[config.mk]
export PLATFORM = sky130hd
export DESIGN_NAME = dll_phase_seq
export DESIGN_NICKNAME = d
export VERILOG_FILES = /design/src/rtl/dll_phase_pkg.sv /design/src/rtl/dll_us_tick.sv /design/src/rtl/dll_poll_limit.sv /design/src/rtl/dll_phase_seq.sv
export SDC_FILE = /design/constraint.sdc
export NUM_CORES = 1
export LEC_CHECK = 0
export ABC_CLOCK_PERIOD_IN_PS = 2700
export BUFFER_PORTS_ARGS = -buffer_cell sky130_fd_sc_hd__clkbuf_2
export CAP_MARGIN = 20
export CORE_UTILIZATION = 47
export CTS_CLUSTER_SIZE = 24
export DETAILED_ROUTE_END_ITERATION = 8
export PLACE_DENSITY_LB_ADDON = 0.15
export SLEW_MARGIN = 25
export SYNTH_ARGS = -nofsm -noshare
export SYNTH_HDL_FRONTEND = slang
export SYNTH_SLANG_ARGS = --single-unit
[constraint.sdc]
create_clock -name clk -period 2.7 [get_ports clk]
set_clock_uncertainty 0.15 [all_clocks]
set_input_delay 0.405 -clock clk [delete_from_list [all_inputs] [get_ports clk]]
set_output_delay 0.405 -clock clk [all_outputs]
set_load 0.005 [all_outputs]
[src/rtl/dll_phase_pkg.sv]
package dll_phase_pkg;
  localparam int PH_W = 4;

  typedef enum logic [1:0] {
    ST_IDLE     = 2'd0,
    ST_WAIT_OFF = 2'd1,
    ST_ARM      = 2'd2,
    ST_WAIT_ON  = 2'd3
  } seq_state_t;

  function automatic logic [PH_W-1:0] gray_of(input logic [PH_W-1:0] idx);
    return idx ^ (idx >> 1);
  endfunction
endpackage

[src/rtl/dll_us_tick.sv]
module dll_us_tick #(
  parameter int TICK_DIV = 200
) (
  input  logic clk,
  input  logic rst_n,
  input  logic run_i,
  output logic tick_o
);
  localparam int CW = (TICK_DIV > 1) ? $clog2(TICK_DIV) : 1;

  generate
    if (TICK_DIV > 1) begin : g_div
      localparam logic [CW-1:0] LAST = CW'(TICK_DIV - 1);
      logic [CW-1:0] cnt_q;

      always_ff @(posedge clk or negedge rst_n) begin
        if (!rst_n)               cnt_q <= '0;
        else if (!run_i)          cnt_q <= '0;
        else if (cnt_q == LAST)   cnt_q <= '0;
        else                      cnt_q <= cnt_q + 1'b1;
      end

      assign tick_o = run_i && (cnt_q == LAST);

      // ticks are spaced, never back to back
      a_r3_tick_spacing: assert property (@(posedge clk) disable iff (!rst_n)
        tick_o |=> !tick_o);
    end else begin : g_pass
      assign tick_o = run_i;
    end
  endgenerate
endmodule

[src/rtl/dll_poll_limit.sv]
module dll_poll_limit #(
  parameter int POLL_LIMIT = 50
) (
  input  logic clk,
  input  logic rst_n,
  input  logic run_i,
  input  logic tick_i,
  output logic expired_o
);
  localparam int PW = $clog2(POLL_LIMIT + 1);
  localparam logic [PW-1:0] LAST = PW'(POLL_LIMIT - 1);

  logic [PW-1:0] polls_q;

  always_ff @(posedge clk or negedge rst_n) begin
    if (!rst_n)        polls_q <= '0;
    else if (!run_i)   polls_q <= '0;
    else if (tick_i)   polls_q <= polls_q + 1'b1;
  end

  assign expired_o = run_i && tick_i && (polls_q == LAST);

  // the count never passes the limit while a wait is running
  a_r3_poll_bound: assert property (@(posedge clk) disable iff (!rst_n)
    run_i |-> (polls_q <= LAST));
endmodule

[src/rtl/dll_phase_seq.sv]
module dll_phase_seq
  import dll_phase_pkg::*;
#(
  parameter int TICK_DIV   = 200,
  parameter int POLL_LIMIT = 50
) (
  input  logic            clk,
  input  logic            rst_n,
  input  logic            start_i,
  input  logic [PH_W-1:0] phase_i,
  input  logic            ckout_status_i,
  output logic            cdr_en_o,
  output logic            cdr_ext_o,
  output logic            dll_en_o,
  output logic            ckout_en_o,
  output logic [PH_W-1:0] phase_sel_o,
  output logic            busy_o,
  output logic            done_o,
  output logic            err_o
);
  seq_state_t      state_q;
  logic [PH_W-1:0] phase_q;

  // named internal events
  logic waiting;
  logic status_match;
  logic us_tick;
  logic poll_expired;
  logic accept_start;

  assign waiting      = (state_q == ST_WAIT_OFF) || (state_q == ST_WAIT_ON);
  assign status_match = ((state_q == ST_WAIT_OFF) && !ckout_status_i) ||
                        ((state_q == ST_WAIT_ON)  &&  ckout_status_i);
  assign accept_start = (state_q == ST_IDLE) && start_i;

  dll_us_tick #(.TICK_DIV(TICK_DIV)) u_tick (
    .clk    (clk),
    .rst_n  (rst_n),
    .run_i  (waiting),
    .tick_o (us_tick)
  );

  dll_poll_limit #(.POLL_LIMIT(POLL_LIMIT)) u_poll (
    .clk       (clk),
    .rst_n     (rst_n),
    .run_i     (waiting),
    .tick_i    (us_tick),
    .expired_o (poll_expired)
  );

  always_ff @(posedge clk or negedge rst_n) begin
    if (!rst_n) begin
      state_q     <= ST_IDLE;
      phase_q     <= '0;
      cdr_en_o    <= 1'b0;
      cdr_ext_o   <= 1'b0;
      dll_en_o    <= 1'b0;
      ckout_en_o  <= 1'b0;
      phase_sel_o <= '0;
      busy_o      <= 1'b0;
      done_o      <= 1'b0;
      err_o       <= 1'b0;
    end else begin
      done_o <= 1'b0;
      err_o  <= 1'b0;
      unique case (state_q)
        ST_IDLE: begin
          if (accept_start) begin
            phase_q    <= phase_i;
            cdr_en_o   <= 1'b0;
            ckout_en_o <= 1'b0;
            cdr_ext_o  <= 1'b1;
            dll_en_o   <= 1'b1;
            busy_o     <= 1'b1;
            state_q    <= ST_WAIT_OFF;
          end
        end
        ST_WAIT_OFF: begin
          if (status_match) begin
            phase_sel_o <= gray_of(phase_q);
            state_q     <= ST_ARM;
          end else if (poll_expired) begin
            err_o   <= 1'b1;
            busy_o  <= 1'b0;
            state_q <= ST_IDLE;
          end
        end
        ST_ARM: begin
          ckout_en_o <= 1'b1;
          state_q    <= ST_WAIT_ON;
        end
        ST_WAIT_ON: begin
          if (status_match) begin
            cdr_en_o  <= 1'b1;
            cdr_ext_o <= 1'b0;
            done_o    <= 1'b1;
            busy_o    <= 1'b0;
            state_q   <= ST_IDLE;
          end else if (poll_expired) begin
            err_o   <= 1'b1;
            busy_o  <= 1'b0;
            state_q <= ST_IDLE;
          end
        end
        default: state_q <= ST_IDLE;
      endcase
    end
  end

  // controls at the start of a sequence
  a_r2_gate_update: assert property (@(posedge clk) disable iff (!rst_n)
    $rose(busy_o) |-> (!cdr_en_o && !ckout_en_o && cdr_ext_o && dll_en_o));

  // an error only follows an expired poll window
  a_r3_err_from_expiry: assert property (@(posedge clk) disable iff (!rst_n)
    err_o |-> $past(poll_expired));

  // phase field moves only with the clock output gated
  a_r4_phase_gated: assert property (@(posedge clk) disable iff (!rst_n)
    !$stable(phase_sel_o) |-> (!ckout_en_o && !$past(ckout_en_o)));

  // completion leaves recovery on the internal path with clock running
  a_r6_done_fields: assert property (@(posedge clk) disable iff (!rst_n)
    done_o |-> (cdr_en_o && !cdr_ext_o && ckout_en_o && dll_en_o));

  // done is a single-cycle pulse
  a_r6_done_pulse: assert property (@(posedge clk) disable iff (!rst_n)
    done_o |=> !done_o);

  // busy starts only on a start request; flags exclusive
  a_r7_busy_rise: assert property (@(posedge clk) disable iff (!rst_n)
    $rose(busy_o) |-> $past(start_i));
  a_r7_flags_excl: assert property (@(posedge clk) disable iff (!rst_n)
    $onehot0({busy_o, done_o, err_o}));

  // abort freezes every control output
  a_r8_abort_freeze: assert property (@(posedge clk) disable iff (!rst_n)
    err_o |-> $stable({cdr_en_o, cdr_ext_o, dll_en_o, ckout_en_o, phase_sel_o}));
endmodule

## Word-level counts from Yosys, hierarchy flattened

Cells that the tools add are included.

| word-level totals | value |
|---|---|
| bits in registers | 31 |
| latch bits | 0 |
| memory bits (writable) | 0 |
| bits in read-only memories | 0 |
| bits of input ports | 8 |
| output and inout port bits | 11 |
| memories kept | 0 |

| operators by class | value |
|---|---|
| add/subtract/negate cells | 2 |
| multipliers | 0 |
| divide/modulo/power cells | 0 |
| magnitude comparators | 0 |
| eq/ne operators | 9 |
| shifts and indexed selects | 0 |
| mux-type cells | 25 |
| bitwise gates (word level) | 1 |
| reductions and logical operators | 19 |

Operators with widths:

| operator | number |
|---|---|
| $mux W8 | 2 |
| $mux W1 | 12 |
| $mux W6 | 2 |
| $add A8 B1 Y8 const B | 1 |
| $eq A8 B8 Y1 const B | 1 |
| $mux W2 | 4 |
| $ne A2 B2 Y1 const B | 4 |
| $pmux W2 S4 | 1 |
| $add A6 B1 Y6 const B | 1 |
| $eq A6 B6 Y1 const B | 1 |
| $logic_and A1 B1 Y1 | 6 |
| $pmux W1 S2 | 3 |
| $reduce_and A2 Y1 | 3 |
| $reduce_and A3 Y1 | 2 |
| $eq A2 B2 Y1 const B | 2 |
| $reduce_bool A2 Y1 | 2 |
| $xor A4 B3 Y4 | 1 |
| $pmux W1 S3 | 1 |
| $reduce_bool A3 Y1 | 1 |
| $eq A2 B1 Y1 const B | 1 |
| $logic_not A2 Y1 | 1 |
| $logic_or A1 B1 Y1 | 2 |
| $reduce_or A2 Y1 | 1 |
| $logic_not A1 Y1 | 1 |

## Longest topological paths before layout

| depth | value |
|---|---|
| depth in word-level cells | 8 |
| mapped depth | 5 |

## Modules after synthesis

From an unflattened synthesis, not the netlist that was laid out.

| second synthesis, totals | value |
|---|---|
| cell total of the unflattened synthesis | 136 |
| area total of the unflattened synthesis | 1,468.9 µm² |

By module, submodules not included:

| module | instances | cells each | area an instance (µm²) |
|---|---|---|---|
| dll_phase_seq | 1 | 65 | 738.2 |
| dll_us_tick | 1 | 40 | 407.9 |
| dll_poll_limit | 1 | 31 | 322.8 |

## Worst setup path after synthesis

Ideal clock, no wire load.

| timing path | value |
|---|---|
| path type | reg2reg |
| from | reg u_tick.g_div.cnt_q[3] |
| to | reg busy_o |
| arrival time | 1.356 ns |
| required time | 2.409 ns |
| path slack | 1.052 ns |
| stages on the path, launching flop included | 5 |
| clock period less this slack | 1.648 ns |
| path through | dfrtp_1 or3b_4 buf_6 nor4_4 o221ai_1 |

| between the ends | value |
|---|---|
| longest elaborated chain between the ends | 7 |
| elaborated cells between the ends (all ways) | 8 |

RTL lines:

| what | RTL line | text |
|---|---|---|
| start, declared | dll_us_tick.sv:14 | `logic [CW-1:0] cnt_q;` |
| start signal, assigned | dll_us_tick.sv:20 | `else cnt_q <= cnt_q + 1'b1;` |
| $eq A8 B8 Y1 * | dll_us_tick.sv:23 | `assign tick_o = run_i && (cnt_q == LAST);` |
| $logic_and A1 B1 Y1 * | dll_us_tick.sv:23 |  |
| $logic_and A1 B1 Y1 * (2 in series) | dll_poll_limit.sv:21 | `assign expired_o = run_i && tick_i && (polls_q == LAST);` |
| $mux W1 * | - |  |
| $mux W1, on equally long branches | - |  |
| $pmux W1 S3 * | - |  |
| end signal, assigned | dll_phase_seq.sv:60 | `busy_o <= 1'b0;` |
| end signal, assigned | dll_phase_seq.sv:74 | `busy_o <= 1'b1;` |
| end signal, assigned | dll_phase_seq.sv:84 | `busy_o <= 1'b0;` |
| end, declared | dll_phase_seq.sv:17 | `output logic busy_o,` |

Mark *: on every way between the ends. The rest lies on a longest branch, timed or not. The select of a mux whose other input is x is not followed.
A chain may end at the register's enable or synchronous reset.

## Worst setup path in the final report

| timing path | value |
|---|---|
| from | reg u_tick.g_div.cnt_q[0] |
| to | reg u_poll.polls_q[3] |

| between the ends | value |
|---|---|
| longest elaborated chain between the ends | 3 |

RTL lines:

| what | RTL line | text |
|---|---|---|
| $eq A8 B8 Y1 | dll_us_tick.sv:23 |  |
| $logic_and A1 B1 Y1 | dll_us_tick.sv:23 |  |
| $ne A2 B2 Y1 (no line) | - |  |
| end signal, assigned | dll_poll_limit.sv:18 | `else if (tick_i) polls_q <= polls_q + 1'b1;` |
| end, declared | dll_poll_limit.sv:13 | `logic [PW-1:0] polls_q;` |

Every way passes these cells.

==> metrics.txt <==
status complete, but fails checks; failing checks design-rule violations; Fill cells about 270; critical path's largest stage delay 660 ps; f_max 472.4 MHz; Cell Chain, Critical Path ha_1 > nand4b_1 > or4_1 > a21boi_1; Placer Congestion 0.7924; warnings from Yosys 0; R2R Path End u_poll.polls_q[3]; global-route usage over all layers approximately 18%; register area share after synthesis 54.05%; H-tree depth 2; Die H roughly 57 µm; Num Clock Sinks 31; Pwr Total 1.388 mW; Sw Ratio approximately a third; wire length per cell 12.86 µm; fin. max-slew vios 0; number of buffers and inverters on the critical path 0; Leak Pwr approximately 0.72 nW; deepest clock path buffer count 2; Hold Path Sink phase_q[0]; CP required 2810 ps; Mapped Nets 143; Ports 19; CP top delay family simple AND/OR/NAND/NOR gates; Hold Path Depth 2; setup violators final 0; CP max stage cell or4_1; initial antenna violation count 0; row count 19; Synth cell types 34; Comb pwr share between 20% and 30%; share of power burned in registers 52.6%; CTS-repair resized insts 0; Root Buffer clkbuf_4; MaxCap Viol Count 0; Placed Area 1551 µm²; Clock Power Share 18.3%; Initial Util 50.73%; Switch Pwr approximately 470 µW; wirelength, routed about 2400 µm; Final ANT Viol Nets 0; hold path startpoint phase_i[0]; port bufs 18; critical path arrival 2230 ps; worst ir drop on vdd 576.9 µV; core area 2829 µm²; vias in the first global route 985; FF-to-FF setup slack 580 ps; pin count of the biggest net entering global routing 32; TritonCTS clock tree yes; Final Cell Area 1612 µm²; PD cells between 800 and 900 nW/µm²; DIE AREA 3279 µm²; gr ovfl total 0; crit share post-route 78.40%; WS Path Type reg2reg; Int Power roughly 900 µW; RSZ-0062 raised after global routing no; via count roughly 1000; share of layout cells above drive strength 1 23.72%; first-pass GRT wire length 4353 µm; most common cell after layout, fill and taps aside dfrtp_1; Startpoint Class flip-flop; clk_lat worst skew 330 ps; 1st-iter DRT viols 25; P&R area growth vs syn 12.29%; vias per std cell ~5.4; number of synthesized register bits 31; fin crit period 2117 ps; Nets 166; type of the worst min-delay path in2reg; Worst-path clk slew about 100 ps; Die W between 50 and 60 µm; DRT Pass-1 Iters 6; critical path peak fanout 13; R2R cell count 4; Setup Total Neg Slack 0 ps; post-DP HPWL roughly 1600 µm; total CTS buffers 5; residual DRC count 2; most frequent cells in the layout 31 x dfrtp_1, 18 x clkbuf_2, 9 x nand2_1; r2r startpoint u_tick.g_div.cnt_q[0]; worst-margin pin slew 748.4 ps; Final Hold Fails 0; cell count after synthesis 132; nature of the critical path endpoint flip-flop; n_diodes 0; slew margin rel. roughly half; Avg Inst Size Synth between 10 and 15 µm²; synthesized area 1435 µm²
[synth_stat cells]
cell	instances	area [µm²]
dfrtp_1	31	775.7
nand2_1	9	33.78
nor2_1	8	30.03
o21ai_0	8	40.04
a21oi_1	7	35.03
a21boi_1	6	45.04
inv_1	6	22.52
nand3_1	6	30.03
mux2_2	5	56.30
or3_1	5	31.28
xnor2_1	4	35.03
clkbuf_1	3	11.26
ha_1	3	37.54
nand2b_1	3	18.77
o31ai_1	3	22.52
or4_1	3	22.52
and2_1	2	12.51
nand4_1	2	12.51
or2_2	2	12.51
xor2_1	2	17.52
a211oi_1	1	7.510
a21o_1	1	7.510
a31oi_1	1	6.260
buf_2	1	5.000
buf_6	1	11.26
mux2i_1	1	10.01
nand4b_1	1	8.760
nor3_1	1	5.000
nor3b_2	1	12.51
nor4_2	1	12.51
nor4_4	1	21.27
o21ai_1	1	5.000
o221ai_1	1	8.760
or3b_4	1	11.26
[flip-flops by register name (all words and copies together) (netlist names)]
register / flops
cdr_ext_o: 1
ckout_en_o: 1
cdr_en_o: 1
u_tick.g_div.cnt_q: 8
phase_sel_o: 4
phase_q: 4
dll_en_o: 1
err_o: 1
done_o: 1
busy_o: 1
state_q: 2
u_poll.polls_q: 6
[cell families (layout without fill, tap and decap cells)]
kind of cell    Yosys count  in the layout  share of synthesized area, %
compound gates           29             29                         12.38
xor+xnor                  6              6                         3.662
fa+ha+maj                 3              3                         2.616
buf+inv                  11             35                         3.487
flops                    31             31                         54.05
mux                       6              6                         4.620
simple gates             46             46                         19.18
[power groups by stage]
| stage | registers (mW) | logic (mW) | clock network [mW] |
|---|---|---|---|
| after floorplan | 0.698 | 0.296 | 0 |
| after CTS | 0.730 | 0.411 | 0.266 |
| after global routing | 0.755 | 0.458 | 0.288 |
| after detailed placement | 0.738 | 0.408 | 0 |
| after global placement | 0.730 | 0.398 | 0 |
| final | 0.730 | 0.404 | 0.254 |
[through the flow]
stage,hold WS [ps],cells,setup WS [ps],util (%)
after floorplan,-40.59,132,1052,-
after global routing,147.7,187,423.3,56.97
final,156.8,187,583.1,56.97
after global placement,295.1,178,699.5,54.84
after detailed placement,307.0,178,596.6,54.84
after CTS,144.9,187,600.8,56.97
[how the worst max path moves through the flow]
stage / from / to / slack [ps] / depth (start not counted)
after floorplan: u_tick.g_div.cnt_q[3] / busy_o / 1050 / 4
after global placement: u_tick.g_div.cnt_q[0] / u_poll.polls_q[4] / 700 / 4
after detailed placement: u_tick.g_div.cnt_q[0] / u_poll.polls_q[3] / 600 / 4
after CTS: u_tick.g_div.cnt_q[0] / u_poll.polls_q[3] / 600 / 4
after global routing: u_tick.g_div.cnt_q[1] / u_poll.polls_q[3] / 420 / 4
final: u_tick.g_div.cnt_q[0] / u_poll.polls_q[3] / 580 / 4
[worst register-to-register path: stages (launching register included)]
cell	delay, ps
dfrtp_1	380
ha_1	230
nand4b_1	470
or4_1	660
a21boi_1	160
[cell type report]
cell class	instances	area, µm²	share of cell area, %
clock inverter	1	5.005	0.3106
timing repair buffer	21	115.1	7.143
clock buffer	7	45.04	2.795
tap	31	38.79	2.407
sequential	31	775.7	48.14
multi-input combinational	90	609.3	37.81
inverter	6	22.52	1.398
[per-layer routing]
metal  track usage [%]  up-vias  routed length, µm
li1                  -      509                  -
met2             27.73       18               1130
met1             22.32      484               1146
met5                 0        -                  0
met4             7.317        0                 26
met3             7.029        4                100
[what timing repair did]
item | CTS | global route
buffers inserted | 0 | 0
hold endpoints to repair | 17 | 0
hold buffers | 1 | 0
Power figures use the tool's default switching activity.
